[config.mk]
export PLATFORM = sky130hd
export DESIGN_NAME = vec_irq_arbiter
export DESIGN_NICKNAME = d
export VERILOG_FILES = /design/src/rtl/vec_irq_pkg.sv /design/src/rtl/vec_top_finder.sv /design/src/rtl/vec_reg_window.sv /design/src/rtl/vec_irq_arbiter.sv
export SDC_FILE = /design/constraint.sdc
export NUM_CORES = 2
export LEC_CHECK = 0
export ABC_AREA = 0
export BUFFER_PORTS_ARGS = -buffer_cell sky130_fd_sc_hd__buf_2
export CAP_MARGIN = 20
export CORE_MARGIN = 10
export CORE_UTILIZATION = 35
export CTS_CLUSTER_DIAMETER = 150
export DETAILED_ROUTE_END_ITERATION = 8
export GPL_TIMING_DRIVEN = 0
export MAX_ROUTING_LAYER = met4
export SKIP_LAST_GASP = 1
export SLEW_MARGIN = 20
export SYNTH_ARGS = -nofsm -noshare
export SYNTH_HDL_FRONTEND = slang
export SYNTH_HIERARCHICAL = 1
export SYNTH_SLANG_ARGS = --single-unit
[constraint.sdc]
create_clock -name clk -period 11.95 [get_ports clk]
set_input_delay 2.39 -clock clk [delete_from_list [all_inputs] [get_ports clk]]
set_output_delay 2.39 -clock clk [all_outputs]
set_load 0.1 [all_outputs]
[src/rtl/vec_irq_pkg.sv]
package vec_irq_pkg;
  localparam int VEC_W     = 8;
  localparam int NUM_VEC   = 1 << VEC_W;
  localparam int WORD_W    = 32;
  localparam int NUM_WORDS = NUM_VEC / WORD_W;
  localparam int WSEL_W    = $clog2(NUM_WORDS);
  localparam int CLS_LSB   = 4;
  localparam int SVR_W     = VEC_W + 1;

  // register indexes (address >> 4)
  localparam int TPR_IDX  = 'h08;
  localparam int PPR_IDX  = 'h0A;
  localparam int SVR_IDX  = 'h0F;
  localparam int ISR_BASE = 'h10;
  localparam int TMR_BASE = 'h18;
  localparam int IRR_BASE = 'h20;

  typedef logic [VEC_W-1:0] vec_t;

  // processor priority from task priority and top in-service vector
  function automatic vec_t calc_ppr(input vec_t tpr, input logic isr_any, input vec_t isr_top);
    vec_t cls;
    cls = isr_any ? {isr_top[VEC_W-1:CLS_LSB], {CLS_LSB{1'b0}}} : '0;
    if (tpr[VEC_W-1:CLS_LSB] >= cls[VEC_W-1:CLS_LSB]) return tpr;
    return cls;
  endfunction

  // a pending vector outranks the processor priority
  function automatic logic beats_ppr(input vec_t req_top, input vec_t ppr);
    return (ppr == '0) || (req_top[VEC_W-1:CLS_LSB] > ppr[VEC_W-1:CLS_LSB]);
  endfunction

  // acknowledge held off by the task priority
  function automatic logic tpr_blocks(input vec_t tpr, input vec_t req_top);
    return (tpr != '0) && (req_top <= tpr);
  endfunction
endpackage

[src/rtl/vec_top_finder.sv]
module vec_top_finder
  import vec_irq_pkg::*;
#(
  parameter int N = NUM_VEC,
  localparam int IW = $clog2(N)
) (
  input  logic [N-1:0]  bits,
  output logic          any,
  output logic [IW-1:0] top
);
  always_comb begin
    any = 1'b0;
    top = '0;
    for (int i = 0; i < N; i++) begin
      if (bits[i]) begin
        any = 1'b1;
        top = IW'(i);
      end
    end
  end
endmodule

[src/rtl/vec_reg_window.sv]
module vec_reg_window
  import vec_irq_pkg::*;
#(
  parameter int IDX_W = 8
) (
  input  logic [IDX_W-1:0]  idx,
  input  vec_t              tpr,
  input  vec_t              ppr,
  input  logic [SVR_W-1:0]  svr,
  input  logic [NUM_VEC-1:0] isr,
  input  logic [NUM_VEC-1:0] tmr,
  input  logic [NUM_VEC-1:0] irr,
  output logic [WORD_W-1:0] rd_data
);
  logic [IDX_W-1:0]  bank;
  logic [WSEL_W-1:0] word;

  assign bank = idx & ~IDX_W'(NUM_WORDS - 1);
  assign word = idx[WSEL_W-1:0];

  always_comb begin
    rd_data = '0;
    if (idx == IDX_W'(TPR_IDX))       rd_data = WORD_W'(tpr);
    else if (idx == IDX_W'(PPR_IDX))  rd_data = WORD_W'(ppr);
    else if (idx == IDX_W'(SVR_IDX))  rd_data = WORD_W'(svr);
    else if (bank == IDX_W'(ISR_BASE)) rd_data = isr[word*WORD_W +: WORD_W];
    else if (bank == IDX_W'(TMR_BASE)) rd_data = tmr[word*WORD_W +: WORD_W];
    else if (bank == IDX_W'(IRR_BASE)) rd_data = irr[word*WORD_W +: WORD_W];
  end
endmodule

[src/rtl/vec_irq_arbiter.sv]
module vec_irq_arbiter
  import vec_irq_pkg::*;
#(
  parameter int ADDR_W = 12,
  localparam int IDX_W = ADDR_W - 4
) (
  input  logic              clk,
  input  logic              rst_n,
  input  logic              set_req,
  input  logic [VEC_W-1:0]  set_vec,
  input  logic              set_level,
  input  logic              ack_req,
  output logic [VEC_W-1:0]  ack_vec,
  output logic              ack_done,
  input  logic              eoi,
  input  logic              wr_en,
  input  logic [ADDR_W-1:0] wr_addr,
  input  logic [WORD_W-1:0] wr_data,
  input  logic [ADDR_W-1:0] rd_addr,
  output logic [WORD_W-1:0] rd_data,
  output logic              irq_out
);
  localparam logic [NUM_VEC-1:0] ONE = NUM_VEC'(1);
  localparam logic [SVR_W-1:0]   SVR_RESET = SVR_W'('h0FF);

  logic [NUM_VEC-1:0] irr_q, isr_q, tmr_q;
  logic [NUM_VEC-1:0] irr_d, isr_d, tmr_d;
  vec_t               tpr_q;
  logic [SVR_W-1:0]   svr_q;
  vec_t               ack_vec_q;
  logic               ack_done_q;

  // named internal events
  logic               irr_any, isr_any;
  vec_t               irr_top, isr_top;
  vec_t               ppr;
  logic               sw_enable;
  logic               grant;
  logic               retire;
  logic [NUM_VEC-1:0] set_mask, grant_mask, retire_mask;
  logic [IDX_W-1:0]   wr_idx, rd_idx;
  logic               unused_low_bits;

  vec_top_finder #(.N(NUM_VEC)) u_irr_find (.bits(irr_q), .any(irr_any), .top(irr_top));
  vec_top_finder #(.N(NUM_VEC)) u_isr_find (.bits(isr_q), .any(isr_any), .top(isr_top));

  assign sw_enable   = svr_q[VEC_W];
  assign ppr         = calc_ppr(tpr_q, isr_any, isr_top);
  assign irq_out     = sw_enable && irr_any && beats_ppr(irr_top, ppr);
  assign grant       = ack_req && sw_enable && irr_any && !tpr_blocks(tpr_q, irr_top);
  assign retire      = eoi && isr_any;
  assign set_mask    = set_req ? (ONE << set_vec) : '0;
  assign grant_mask  = grant   ? (ONE << irr_top) : '0;
  assign retire_mask = retire  ? (ONE << isr_top) : '0;

  // acknowledge and eoi see the old state; the set lands last
  assign irr_d = (irr_q & ~grant_mask) | set_mask;
  assign isr_d = (isr_q & ~retire_mask) | grant_mask;
  assign tmr_d = set_level ? (tmr_q | set_mask) : (tmr_q & ~set_mask);

  assign wr_idx = wr_addr[ADDR_W-1:4];
  assign rd_idx = rd_addr[ADDR_W-1:4];
  assign unused_low_bits = ^{wr_addr[3:0], rd_addr[3:0]};

  always_ff @(posedge clk) begin
    if (!rst_n) begin
      irr_q      <= '0;
      isr_q      <= '0;
      tmr_q      <= '0;
      tpr_q      <= '0;
      svr_q      <= SVR_RESET;
      ack_vec_q  <= '0;
      ack_done_q <= 1'b0;
    end else begin
      irr_q      <= irr_d;
      isr_q      <= isr_d;
      tmr_q      <= tmr_d;
      ack_done_q <= ack_req;
      if (ack_req) ack_vec_q <= grant ? irr_top : svr_q[VEC_W-1:0];
      if (wr_en && wr_idx == IDX_W'(TPR_IDX)) tpr_q <= wr_data[VEC_W-1:0];
      if (wr_en && wr_idx == IDX_W'(SVR_IDX)) svr_q <= wr_data[SVR_W-1:0];
    end
  end

  assign ack_vec  = ack_vec_q;
  assign ack_done = ack_done_q;

  vec_reg_window #(.IDX_W(IDX_W)) u_window (
    .idx(rd_idx), .tpr(tpr_q), .ppr(ppr), .svr(svr_q),
    .isr(isr_q), .tmr(tmr_q), .irr(irr_q), .rd_data(rd_data)
  );
endmodule

==> impl_metrics.env <==
export IMPL_async_flop_share=0
export IMPL_r2r_end="isr_q[245]"
export IMPL_final_common_cell="dfxtp_1"
export IMPL_yosysTopAreaCell="dfxtp_1"
export IMPL_place_gp_congestion=1.17
export IMPL_ctsHoldBuffers=0
export IMPL_syn_nets=5620
export IMPL_worstRegToRegCells=14
export IMPL_synth_area_per_cell_um2=8.10
export IMPL_status="complete, but fails checks"
export IMPL_drt_iter0_markers=11114
export IMPL_port_buffer_count=74
export IMPL_worstPathRequired_ns=9.56
export IMPL_grt_pass1_vias=48374
export IMPL_die_h_um=378
export IMPL_fin_crit_ns=10.59
export IMPL_fillers=13378
export IMPL_power_density_mw_per_mm2=130
export IMPL_fp_dieW_um=378
export IMPL_track_usage=0.517
export IMPL_detail_route_vias_per_cell=7.33
export IMPL_violations="design-rule violations"
export IMPL_clk_path_buf_depth=3
export IMPL_boundaryPins=113
export IMPL_antenna_found_initial=61
export IMPL_h_tree_depth=3
export IMPL_path_cells="nor4_1 > nand4_1 > nor3_1 > o21a_1 > o21ai_1 > nand3_1 > a31o_1 > clkbuf_1 > clkbuf_1 > and2_1 > ha_1 > nand2b_1 > a2111oi_0 > a21oi_1 > clkbuf_1 > o21a_1 > inv_1 > mux2i_1 > o21ai_0 > a32oi_1 > a41oi_1 > buf_2"
export IMPL_post_place_cells=7295
export IMPL_p_leak_nw=17.0
export IMPL_end_kind="output pin"
export IMPL_startpoint_type="flop"
export IMPL_yosysTopAreaCellShare=0.354
export IMPL_numCtsBuffers=93
export IMPL_critical_path_class="reg2out"
export IMPL_ys_warn_count=6
export IMPL_yosys_top_cells_area="dfxtp_1 35%, mux4_2 9.6%, a21oi_1 7.3%, nand2_1 6.3%, o21ai_0 5.4%"
export IMPL_start_util=0.352
export IMPL_cts_setup_buffers=0
export IMPL_area_growth_pct=14.3
export IMPL_vias=55190
export IMPL_synth_top_flop_cell="dfxtp_1"
export IMPL_dieArea_mm2=0.143
export IMPL_cp_slowest_cell="nor4_1"
export IMPL_layout_common_cells="794 x dfxtp_1, 751 x nand2_1, 654 x a21oi_1"
export IMPL_rrSetupSlack_ns=4.29
export IMPL_relSlewSlack=0.0148
export IMPL_rsz0062_at_grt="no"
export IMPL_drc=1
export IMPL_topRoutingLayerUsed="met4"
export IMPL_cts_tree="yes"
export IMPL_tns_ns=0
export IMPL_final_layout_size_suffix_gt1_frac=0.127
export IMPL_clk_latency_ns=0.77
export IMPL_ir_worst_vdd_v=0.000121
export IMPL_cpMostUsedCell="clkbuf_1"
export IMPL_clkTransAtPathRegs_ns=0.06
export IMPL_final_core_util=0.403
export IMPL_yosysUniqueCellTypes=97
export IMPL_syn_area_mm2=0.0448
export IMPL_hpwlAfterDp_mm=302
export IMPL_fin_skew_ns=0.0778
export IMPL_ys_seq_elements=794
export IMPL_cts_root_buffer="clkbuf_16"
export IMPL_nets=5816
export IMPL_dr_wl_met3_mm=59.0
export IMPL_post_route_period_util=0.886
export IMPL_worst_pin_slew_ns=1.48
export IMPL_core_mm2=0.127
export IMPL_hold_path_class="reg2reg"
export IMPL_fin_cells=7529
export IMPL_overflow=0
export IMPL_synth_edf_count=0
export IMPL_max_freq_mhz=94.4
export IMPL_ys_seq_area_frac=0.354
export IMPL_timing_rr_start="irr_q[144]"
export IMPL_critPathMaxStageDelay_ns=0.94
export IMPL_slew_viol_final=0
export IMPL_syn_inst=5534
export IMPL_wl_per_cell_um=49.8
export IMPL_ant_nets=0
export IMPL_dr_wl_met2_mm=141
export IMPL_drt_total_wl_mm=375
export IMPL_hold_viol=0
export IMPL_num_rows=131
export IMPL_grt_pass1_wl_mm=478
export IMPL_grt_max_degree=15
export IMPL_worst_path_max_fanout=10
export IMPL_cts_sinks=794
export IMPL_p_total_mw=6.66
export IMPL_cap_viol_max_count=0
export IMPL_hold_depth=2
export IMPL_met1_length_mm=134
export IMPL_ctsResizeCount=0
export IMPL_arrival_ns=8.20
export IMPL_finalSetupViolations=0
export IMPL_first_pass_iters=9
## metrics by stage
step                worst slack (ns)  hold slack [ns]  area (um2)
floorplan                       1.46            0.433       44800
global placement                2.45            0.441       47300
detailed placement              2.53            0.444       47900
CTS                             1.83            0.452       51100
global route                    1.30            0.467       51200
finish                          1.36            0.453       51300
## critical path: cells and delay by family, from the launching register on
kind / cells / cell delay [ns]
simple gates: 6 / 2.26
compound gates: 9 / 2.08
mux: 1 / 0.11
flops: 1 / 0.47
fa+ha+maj: 1 / 0.23
buf+inv: 5 / 2.24
## cell type report
| class | instances | area [um2] | share of cell area |
|---|---|---|---|
| antenna | 66 | 165 | 0.00322 |
| inverter | 113 | 424 | 0.00827 |
| sequential | 794 | 15900 | 0.310 |
| tap | 1662 | 2080 | 0.0406 |
| clock inverter | 37 | 484 | 0.00944 |
| buffer | 383 | 1770 | 0.0345 |
| multi-input combinational | 4244 | 27100 | 0.528 |
| timing repair buffer | 101 | 671 | 0.0131 |
| clock buffer | 129 | 2700 | 0.0527 |
## Yosys cell counts, types with 25 or more instances
cell	number
dfxtp_1	794
nand2_1	751
a21oi_1	654
o21ai_0	483
nor2_1	452
clkbuf_1	278
nand3_1	273
mux4_2	192
nor4_1	180
nor3_1	144
mux2i_1	118
o31ai_1	113
inv_1	111
o22ai_1	77
o211ai_1	57
nand2b_1	51
buf_2	50
or3_1	47
o21a_1	45
nor2b_1	41
mux2_2	38
a2111oi_0	32
nand4_1	31
a21boi_0	29
o311ai_0	29
buf_4	25
o21ai_1	25
## power by group
part / switching, mW / leakage, nW / internal (mW)
clock network: 1.35 / 1.55 / 1.74
logic: 0.755 / 9.05 / 0.153
registers: 0.00913 / 6.40 / 2.65
total: 2.12 / 17.0 / 4.54
## worst max-delay path by stage
stage                          start     endpoint  slack, ns  cells past startpoint
after global placement     isr_q[65]   rd_data[7]       2.45                     20
after detailed placement  isr_q[102]   rd_data[7]       2.53                     22
after floorplan           rd_addr[7]  rd_data[26]       1.46                      6
after CTS                 isr_q[102]   rd_data[7]       1.83                     22
final                     isr_q[102]   rd_data[7]       1.36                     22
after global routing      isr_q[102]   rd_data[7]       1.30                     22
## routing by layer
metal	vias up	global-route usage
li1	21159	-
met1	27170	0.587
met2	5258	0.666
met3	1603	0.266
met4	0	0.423
met5	-	-
## cells by family (layout without fill, tap and decap cells)
logic type                 after synthesis  after routing  synth area share
muxes                                  348            348             0.132
DFF                                    794            794             0.354
and+or+nand+nor                       2084           2084             0.216
adders and majority gates               16             16           0.00441
buffers and inverters                  496            763            0.0480
other                                    0             66                 0
AOI/OAI and AO/OA                     1796           1796             0.245
Note: power is estimated with default switching activity, not from simulation.
